--- src/rtl/cfg_window_pkg.sv ---
package cfg_window_pkg;

  typedef logic [7:0] cfg_byte_t;

  localparam int unsigned IDX_W = 8;
  localparam int unsigned N_ENT = 1 << IDX_W;

  localparam cfg_byte_t KEY_IDX_A = 8'hE7;
  localparam cfg_byte_t KEY_VAL_A = 8'hFE;
  localparam cfg_byte_t KEY_IDX_B = 8'hE8;
  localparam cfg_byte_t KEY_VAL_B = 8'hBE;

  // Power-on image of one entry.
  function automatic cfg_byte_t entry_default(input cfg_byte_t idx);
    case (idx)
      8'hE0:   return 8'h3C;
      8'hE2:   return 8'h03;
      8'hE3:   return 8'hFC;
      8'hE6:   return 8'hDE;
      KEY_IDX_A: return KEY_VAL_A;
      KEY_IDX_B: return KEY_VAL_B;
      default: return 8'h00;
    endcase
  endfunction

  // True for entries that never accept a write.
  function automatic logic entry_locked(input cfg_byte_t idx);
    if (idx <= 8'hDF) return 1'b1;
    case (idx)
      8'hE4, 8'hE5, 8'hE9, 8'hEA, 8'hEB, 8'hEC, 8'hED,
      8'hF3, 8'hF5, 8'hF7, 8'hF9, 8'hFA, 8'hFB,
      8'hFD, 8'hFE, 8'hFF: return 1'b1;
      default: return 1'b0;
    endcase
  endfunction

endpackage

--- src/rtl/cfg_window_decode.sv ---
module cfg_window_decode #(
  parameter int unsigned ADDR_W    = 16,
  parameter logic [ADDR_W-1:0] BASE_ADDR = 16'h03F0
) (
  input  logic [ADDR_W-1:0] addr,
  output logic              hit_ptr,
  output logic              hit_val
);
  localparam logic [ADDR_W-1:0] VAL_ADDR = BASE_ADDR + 1'b1;

  assign hit_ptr = (addr == BASE_ADDR);
  assign hit_val = (addr == VAL_ADDR);
endmodule

--- src/rtl/cfg_write_filter.sv ---
module cfg_write_filter
  import cfg_window_pkg::*;
(
  input  cfg_byte_t idx,
  input  cfg_byte_t wdata,
  output logic      accept
);
  logic keyed_a, keyed_b;

  assign keyed_a = (idx == KEY_IDX_A);
  assign keyed_b = (idx == KEY_IDX_B);

  always_comb begin
    if (entry_locked(idx))  accept = 1'b0;
    else if (keyed_a)       accept = (wdata == KEY_VAL_A);
    else if (keyed_b)       accept = (wdata == KEY_VAL_B);
    else                    accept = 1'b1;
  end
endmodule

--- src/rtl/cfg_entry_store.sv ---
module cfg_entry_store
  import cfg_window_pkg::*;
(
  input  logic      clk,
  input  logic      rst_n,
  input  logic      we,
  input  cfg_byte_t idx,
  input  cfg_byte_t wdata,
  output cfg_byte_t sel
);
  cfg_byte_t ent [N_ENT];

  always_ff @(posedge clk or negedge rst_n) begin
    if (!rst_n) begin
      for (int i = 0; i < int'(N_ENT); i++) ent[i] <= entry_default(cfg_byte_t'(i));
    end else if (we) begin
      ent[idx] <= wdata;
    end
  end

  assign sel = ent[idx];
endmodule

--- src/rtl/cfg_window_port.sv ---
module cfg_window_port
  import cfg_window_pkg::*;
#(
  parameter int unsigned ADDR_W    = 16,
  parameter logic [ADDR_W-1:0] BASE_ADDR = 16'h03F0
) (
  input  logic              clk,
  input  logic              rst_n,
  input  logic              win_en,
  input  logic              bus_wr,
  input  logic              bus_rd,
  input  logic [ADDR_W-1:0] bus_addr,
  input  logic [7:0]        bus_wdata,
  output logic              rd_valid,
  output logic [7:0]        rd_data
);
  logic      hit_ptr, hit_val, accept, ent_we;
  cfg_byte_t idx_q, sel_entry;

  cfg_window_decode #(.ADDR_W(ADDR_W), .BASE_ADDR(BASE_ADDR)) u_dec (
    .addr(bus_addr), .hit_ptr(hit_ptr), .hit_val(hit_val)
  );

  cfg_write_filter u_flt (
    .idx(idx_q), .wdata(bus_wdata), .accept(accept)
  );

  assign ent_we = win_en && bus_wr && hit_val && accept;

  cfg_entry_store u_store (
    .clk(clk), .rst_n(rst_n), .we(ent_we), .idx(idx_q),
    .wdata(bus_wdata), .sel(sel_entry)
  );

  // Pointer register
  always_ff @(posedge clk or negedge rst_n) begin
    if (!rst_n)                           idx_q <= '0;
    else if (win_en && bus_wr && hit_ptr) idx_q <= bus_wdata;
  end

  // Registered read port; value reflects state before a same-edge write
  always_ff @(posedge clk or negedge rst_n) begin
    if (!rst_n) begin
      rd_valid <= 1'b0;
      rd_data  <= '0;
    end else if (win_en && bus_rd && (hit_ptr || hit_val)) begin
      rd_valid <= 1'b1;
      rd_data  <= sel_entry;
    end else begin
      rd_valid <= 1'b0;
      rd_data  <= '0;
    end
  end
endmodule

--- config.mk ---
export PLATFORM = sky130hd
export DESIGN_NAME = cfg_window_port
export DESIGN_NICKNAME = d
export VERILOG_FILES = /design/src/rtl/cfg_window_pkg.sv /design/src/rtl/cfg_window_decode.sv /design/src/rtl/cfg_write_filter.sv /design/src/rtl/cfg_entry_store.sv /design/src/rtl/cfg_window_port.sv
export SDC_FILE = /design/constraint.sdc
export NUM_CORES = 2
export LEC_CHECK = 0
export BUFFER_PORTS_ARGS = -buffer_cell sky130_fd_sc_hd__buf_4
export CAP_MARGIN = 5
export CORE_MARGIN = 4
export CORE_UTILIZATION = 41
export DETAILED_ROUTE_END_ITERATION = 6
export HOLD_SLACK_MARGIN = 0.05
export SLEW_MARGIN = 20
export SYNTH_ARGS = -nofsm -noshare
export SYNTH_HDL_FRONTEND = slang
export SYNTH_SLANG_ARGS = --single-unit
--- constraint.sdc ---
create_clock -name clk -period 3.9 [get_ports clk]
set_clock_uncertainty 0.15 [all_clocks]
set_input_delay 0.195 -clock clk [delete_from_list [all_inputs] [get_ports clk]]
set_output_delay 0.195 -clock clk [all_outputs]
set_load 0.01 [all_outputs]
# Word level (Yosys, flattened, before mapping)
# Index checks and enable logic that the tools add are counted.
[word_totals]
ff_bits = 2065
wordCells = 309
input_bits = 29
[classes]
n_lt_le_gt_ge = 3
bitwise_logic = 1
muxes = 15
eq_ne = 22
n_reduce_logical = 9
[op_table]
columns = ["operator", "n"]
rows = [
  ["$bwmux 2048", 1],
  ["$eq 8x8->1 const B", 20],
  ["$bmux 8 s8", 1],
  ["$demux 8 s8", 1],
  ["$eq 16x10->1 const B", 2],
  ["$mux 8", 4],
  ["$reduce_or 16->1", 1],
  ["$ge 9x9->1 const B", 1],
  ["$lt 9x1->1 const B", 1],
  ["$not 8->9", 1],
  ["$le 8x8->1 const B", 1],
  ["$mux 1", 8],
  ["$logic_and 1x1->1", 7],
  ["$logic_or 1x1->1", 1],
]

# Logic depth before layout (Yosys ltp)
[logic_depth]
word_depth = 6
ltp_mapped = 12
mapped_depth_nobuf = 6

# Cells and area by module
# A second synthesis with hierarchy kept.
[hier_totals]
cells_unflattened = 5894
hier_area_um2 = 93553.5
[modules_own_cells]
columns = ["mod", "seq_area_each_um2", "n_inst", "cells_each", "area_per_inst_um2"]
rows = [
  ["cfg_entry_store", 51287.9, 1, 5832, 92750.2],
  ["cfg_window_port", 425.4, 1, 36, 603.1],
  ["cfg_write_filter", 0.0, 1, 19, 128.9],
  ["cfg_window_decode", 0.0, 1, 7, 71.3],
]

# Least setup slack after synthesis
# OpenSTA, ideal clock, no wires.
[synth_path]
kind = "reg-to-reg"
start = "reg idx_q[0]"
end = "reg u_store.ent[128] (netlist bit)"
stages_incl_launch_ff = 9
arrival_time_ps = 2475
path_buffers = 2
required_time_ps = 3625
synth_period_minus_slack_ps = 2750
setup_time_ps = 125
slack_ps = 1150
path_cell_list = "dfrtp_1 -> buf_2 -> or3_1 -> a2111o_1 -> o221ai_2 -> nor4b_4 -> and4_1 -> buf_6 -> mux2_4"
[synth_via]
elab_chain_len = 6
word_cells_on_any_way = 34
classes_between = "3 x order compare; 18 x eq/ne; 9 x mux; 1 x bitwise; 3 x reduce/logical"
[synth_lines]
columns = ["item", "line", "source"]
rows = [
  ["start: declaration", "cfg_window_port.sv:18", "cfg_byte_t idx_q, sel_entry;"],
  ["start signal: assignment", "cfg_window_port.sv:38", "else if (win_en && bus_wr && hit_ptr) idx_q <= bus_wdata;"],
  ["$not 8->9 (not written as such) / $eq 8x8->1 (equally long branches)", "cfg_entry_store.sv:17, cfg_window_pkg.sv:29", ""],
  ["$ge 9x9->1 (not written as such) (tied with other cells)", "cfg_entry_store.sv:17", "ent[idx] <= wdata;"],
  ["$logic_and 1x1->1 (not written as such) / $mux 1 (equally long branches)", "cfg_entry_store.sv:17, cfg_window_pkg.sv:29", ""],
  ["$mux 8 (not written as such) / $mux 1 (equally long branches)", "cfg_entry_store.sv:17, cfg_window_pkg.sv:29", ""],
  ["$demux 8 s8 / $mux 1 (equally long branches)", "cfg_entry_store.sv:17, cfg_write_filter.sv:14", ""],
  ["$bwmux 2048 / $logic_and 1x1->1 (equally long branches)", "cfg_entry_store.sv:17, cfg_window_port.sv:28", ""],
  ["end signal: indexed assignment", "cfg_entry_store.sv:17", ""],
  ["end: declaration", "cfg_entry_store.sv:11", "cfg_byte_t ent [N_ENT];"],
]
# Parallel ways exist; a longest one is shown, timed or not.
# A chain may end at the register's enable or synchronous reset.

# Worst setup path after layout
[layout_path]
start = "reg idx_q[1]"
end = "reg rd_data[4]"
[layout_via]
elab_chain_len = 5
[layout_lines]
columns = ["item", "line", "source"]
rows = [
  ["$not 8->9 (not written as such)", "cfg_entry_store.sv:21", "assign sel = ent[idx];"],
  ["$bmux 8 s8", "cfg_entry_store.sv:21", ""],
  ["$mux 8 (not written as such) (2 in a row)", "cfg_entry_store.sv:21", ""],
  ["$mux 8", "cfg_window_port.sv:46", "end else if (win_en && bus_rd && (hit_ptr || hit_val)) begin"],
  ["end signal: assignment", "cfg_window_port.sv:48", "rd_data <= sel_entry;"],
  ["end: declaration", "cfg_window_port.sv:15", "output logic [7:0] rd_data"],
]
# No other way between the ends. The select of a mux whose other input is x is not followed.

==> flow_summary_export.csv <==
group,metric,value,unit
outcome,outcome,"finished, final reports clean",
grt,antenna_found_initial,2,
grt,grt.total_usage,14.68,%
worst_hold_path,hold_path.class,"in -> async",
clock_tree,htreeDepth,4,
timing,layout_worst_path_cycle_share,92.44,%
routing,dr_total_vias,32064,
clock_tree,numClockSinks,2065,
die,rows,159,
pwr,power,42.22,mW
timing,setup_viol,0,
setup_path,worst_setup_path_end_kind,"flip-flop",
routing,viasPerCell,4.793,
routing,firstDrtPassIters,5,
finish,design_area,82140,um2
clock_tree,cts_root_buf,"clkbuf_16",
grt,grt_pass1_vias,36859,
yosys,synth_compound_area_share,2.593,%
setup_path,critical_path_class,"reg -> reg",
yosys,syn-num-nets,5746,
yosys,synth_top_area_share,65.61,%
die,die_x,443.0,um
routing,route.met3.wl,6309,um
clock_tree,cts_tree,"built",
timing,finalCriticalPeriod,3605,ps
yosys,ys_seq_elements,2065,
setup_path,reg2reg_depth,8,
timing,max_slew_margin,24.85,%
setup_path,required,4410,ps
die,initial_utilization,41.26,%
yosys,synth_top_family_by_area,"multiplexers",
finish,final_common_cell,"dfrtp_1",
routing,top_layer,"met4",
grt,grt_first_pass_wirelength,225100,um
yosys,yosys.area_share.adder,0,%
routing,antenna_left,0,
yosys,synthXorXnorAreaFrac,0.01129,%
timing,slew_violations,0,
grt,gr-total-overflow,0,
pwr,ir_worst_vdd,0.5076,mV
finish,utilization,43.69,%
yosys,syn_area_per_cell,13.57,um2
yosys,yosysSeqAreaShare,66.66,%
finish,drive_gt1_share,27.59,%
timing,fmax,277.4,MHz
grt,grt_max_degree,178,
timing,hold_viol,0,
yosys,ys_types,59,
timing,timing.hold.ws,104.2,ps
yosys,synth-simple-area-share,2.890,%
placement,postPlaceCellArea,74880,um2
finish,layout_common_cells,"dfrtp_1, mux4_2, mux2i_1",
die,dieArea,196200,um2
routing,wl_per_cell,20.95,um
placement,dp_slack,219.5,ps
setup_path,start_kind,"flip-flop",
yosys,netlist_area,77580,um2
clock_tree,clk_latency,810,ps
placement,dp.cells,6300,
timing,grt_setup_unrepaired,"no",
pwr,p_leak,37.78,nW
placement,numPortBuffers,37,
finish,syn_to_final_growth,5.876,%
setup_path,r2r_slack,290,ps
die,die_y,443.0,um
yosys,synth_ff_type,"dfrtp_1",
timing,fin_tns_setup,0,ps
routing,drt-met1-wl,66770,um
routing,finalWirelength,140200,um
finish,fin_cells,6690,
yosys,synthArstFlopShare,100.0,%
pwr,power.density,514.0,nW/um2
yosys,synth_warnings,0,
yosys,synth-edff-count,0,
setup_path,worstPathMaxFanout,34,
flow_run,maxCapViolations,0,
routing,dr_wl_met2,62670,um
finish,nets,4052,
clock_tree,cts_buffer_depth,3,
yosys,muxShareOfSynthArea,17.21,%
placement,gp_congestion,0.7736,
clock_tree,clk_pin_slew,60,ps
timing,worst_pin_slew,1122,ps
placement,dp_hpwl,88580,um
die,pin_count,38,
routing,post-route-drc-count,0,
yosys,netlist_instances,5717,
setup_path,crit_arrival,4110,ps
yosys,synth_largest_area_cell,"dfrtp_1",
routing,drt-initial-drc-count,2302,
timing,worst_slack,294.8,ps
yosys,netlist_top_cells_area,"dfrtp_1, mux4_2, clkbuf_1",
clock_tree,cts_buffers,201,
die,core_region_area,188000,um2
==> per-layer routing <==
metal | vias to the layer above | global-route usage, %
li1 | 14697 | -
met3 | 246 | 3.304
met2 | 540 | 21.66
met1 | 16581 | 21.68
met5 | - | 0
met4 | 0 | 4.824
==> cells in the mapped netlist (3+ instances only) <==
cell type,n
dfrtp_1,2034
clkbuf_1,2024
mux4_2,399
mux2i_1,290
nand3_1,150
mux2_2,119
buf_2,76
nand2_1,72
o22ai_1,66
a22oi_1,55
nand4_1,44
nor2_1,38
o2111ai_1,32
dfstp_2,31
a221oi_1,30
buf_1,24
o21ai_0,23
buf_4,21
nor4_1,18
a22o_1,16
nand2b_1,13
and3_1,12
a21boi_0,10
a31oi_1,9
mux2_4,8
nor3_1,8
or2_2,8
a211oi_1,7
a21oi_1,7
a41o_1,7
nor2b_1,7
and2_1,6
and3b_1,4
and4_1,4
inv_1,4
nand3_2,4
nand4b_1,4
nor3b_1,4
nor4bb_1,4
nor4b_1,3
==> what timing repair did <==
action | CTS | global route
gates resized for setup | 0 | 1
buffers inserted | 0 | 0
setup endpoints to repair | 0 | 1
hold buffers | 15 | 0
endpoints found under the hold margin | 1858 | 0
==> area by class of cell <==
type | count | area, um2
antenna | 1 | 2.502
clock buffer | 297 | 6005
clock inverter | 77 | 1079
fill | 16097 | 105900
inverter | 4 | 15.01
multi-input combinational | 1502 | 17660
sequential | 2065 | 51720
tap | 2495 | 3122
timing repair buffer | 249 | 2532
==> worst max-delay path, stage by stage (launching register included) <==
cell and delay (ps):
dfrtp_4 790, buf_4 560, buf_4 320, mux4_2 320, nand3_1 100, nand4_1 120, nor4_1 560, a22o_1 360
o2111ai_1 120
==> state kept, by name, summed over array words and instances (netlist names) <==
name	flops
rd_data	8
u_store.ent	2048
rd_valid	1
idx_q	8
==> where the power goes <==
group | internal [mW] | leakage [nW] | switching (mW) | total, mW
Clock | 12.1 | 3.49 | 8.18 | 20.3
Sequential | 21.4 | 28.7 | 0.000105 | 21.4
Combinational | 0.0849 | 5.54 | 0.451 | 0.536
==> kinds of logic (layout without fill, tap and decap cells) <==
family                    Yosys count  after routing
other                               0              1
xor gates and xnor gates            1              1
muxes                             816            816
and+or+nand+nor                   413            413
AOI/OAI and AO/OA                 272            272
buffers and inverters            2150            627
DFF                              2065           2065
==> worst paths after layout <==
| path | start | to |
|---|---|---|
| max reg2reg | idx_q[1] | rd_data[4] |
| max | idx_q[1] | rd_data[4] |
| min reg2reg | u_store.ent[1099] | u_store.ent[1099] |
| min in group clk | u_store.ent[1099] | u_store.ent[1099] |
| max in group asynchronous | rst_n | u_store.ent[1091] |
| min | rst_n | u_store.ent[1749] |
Power figures use the tool's default switching activity.
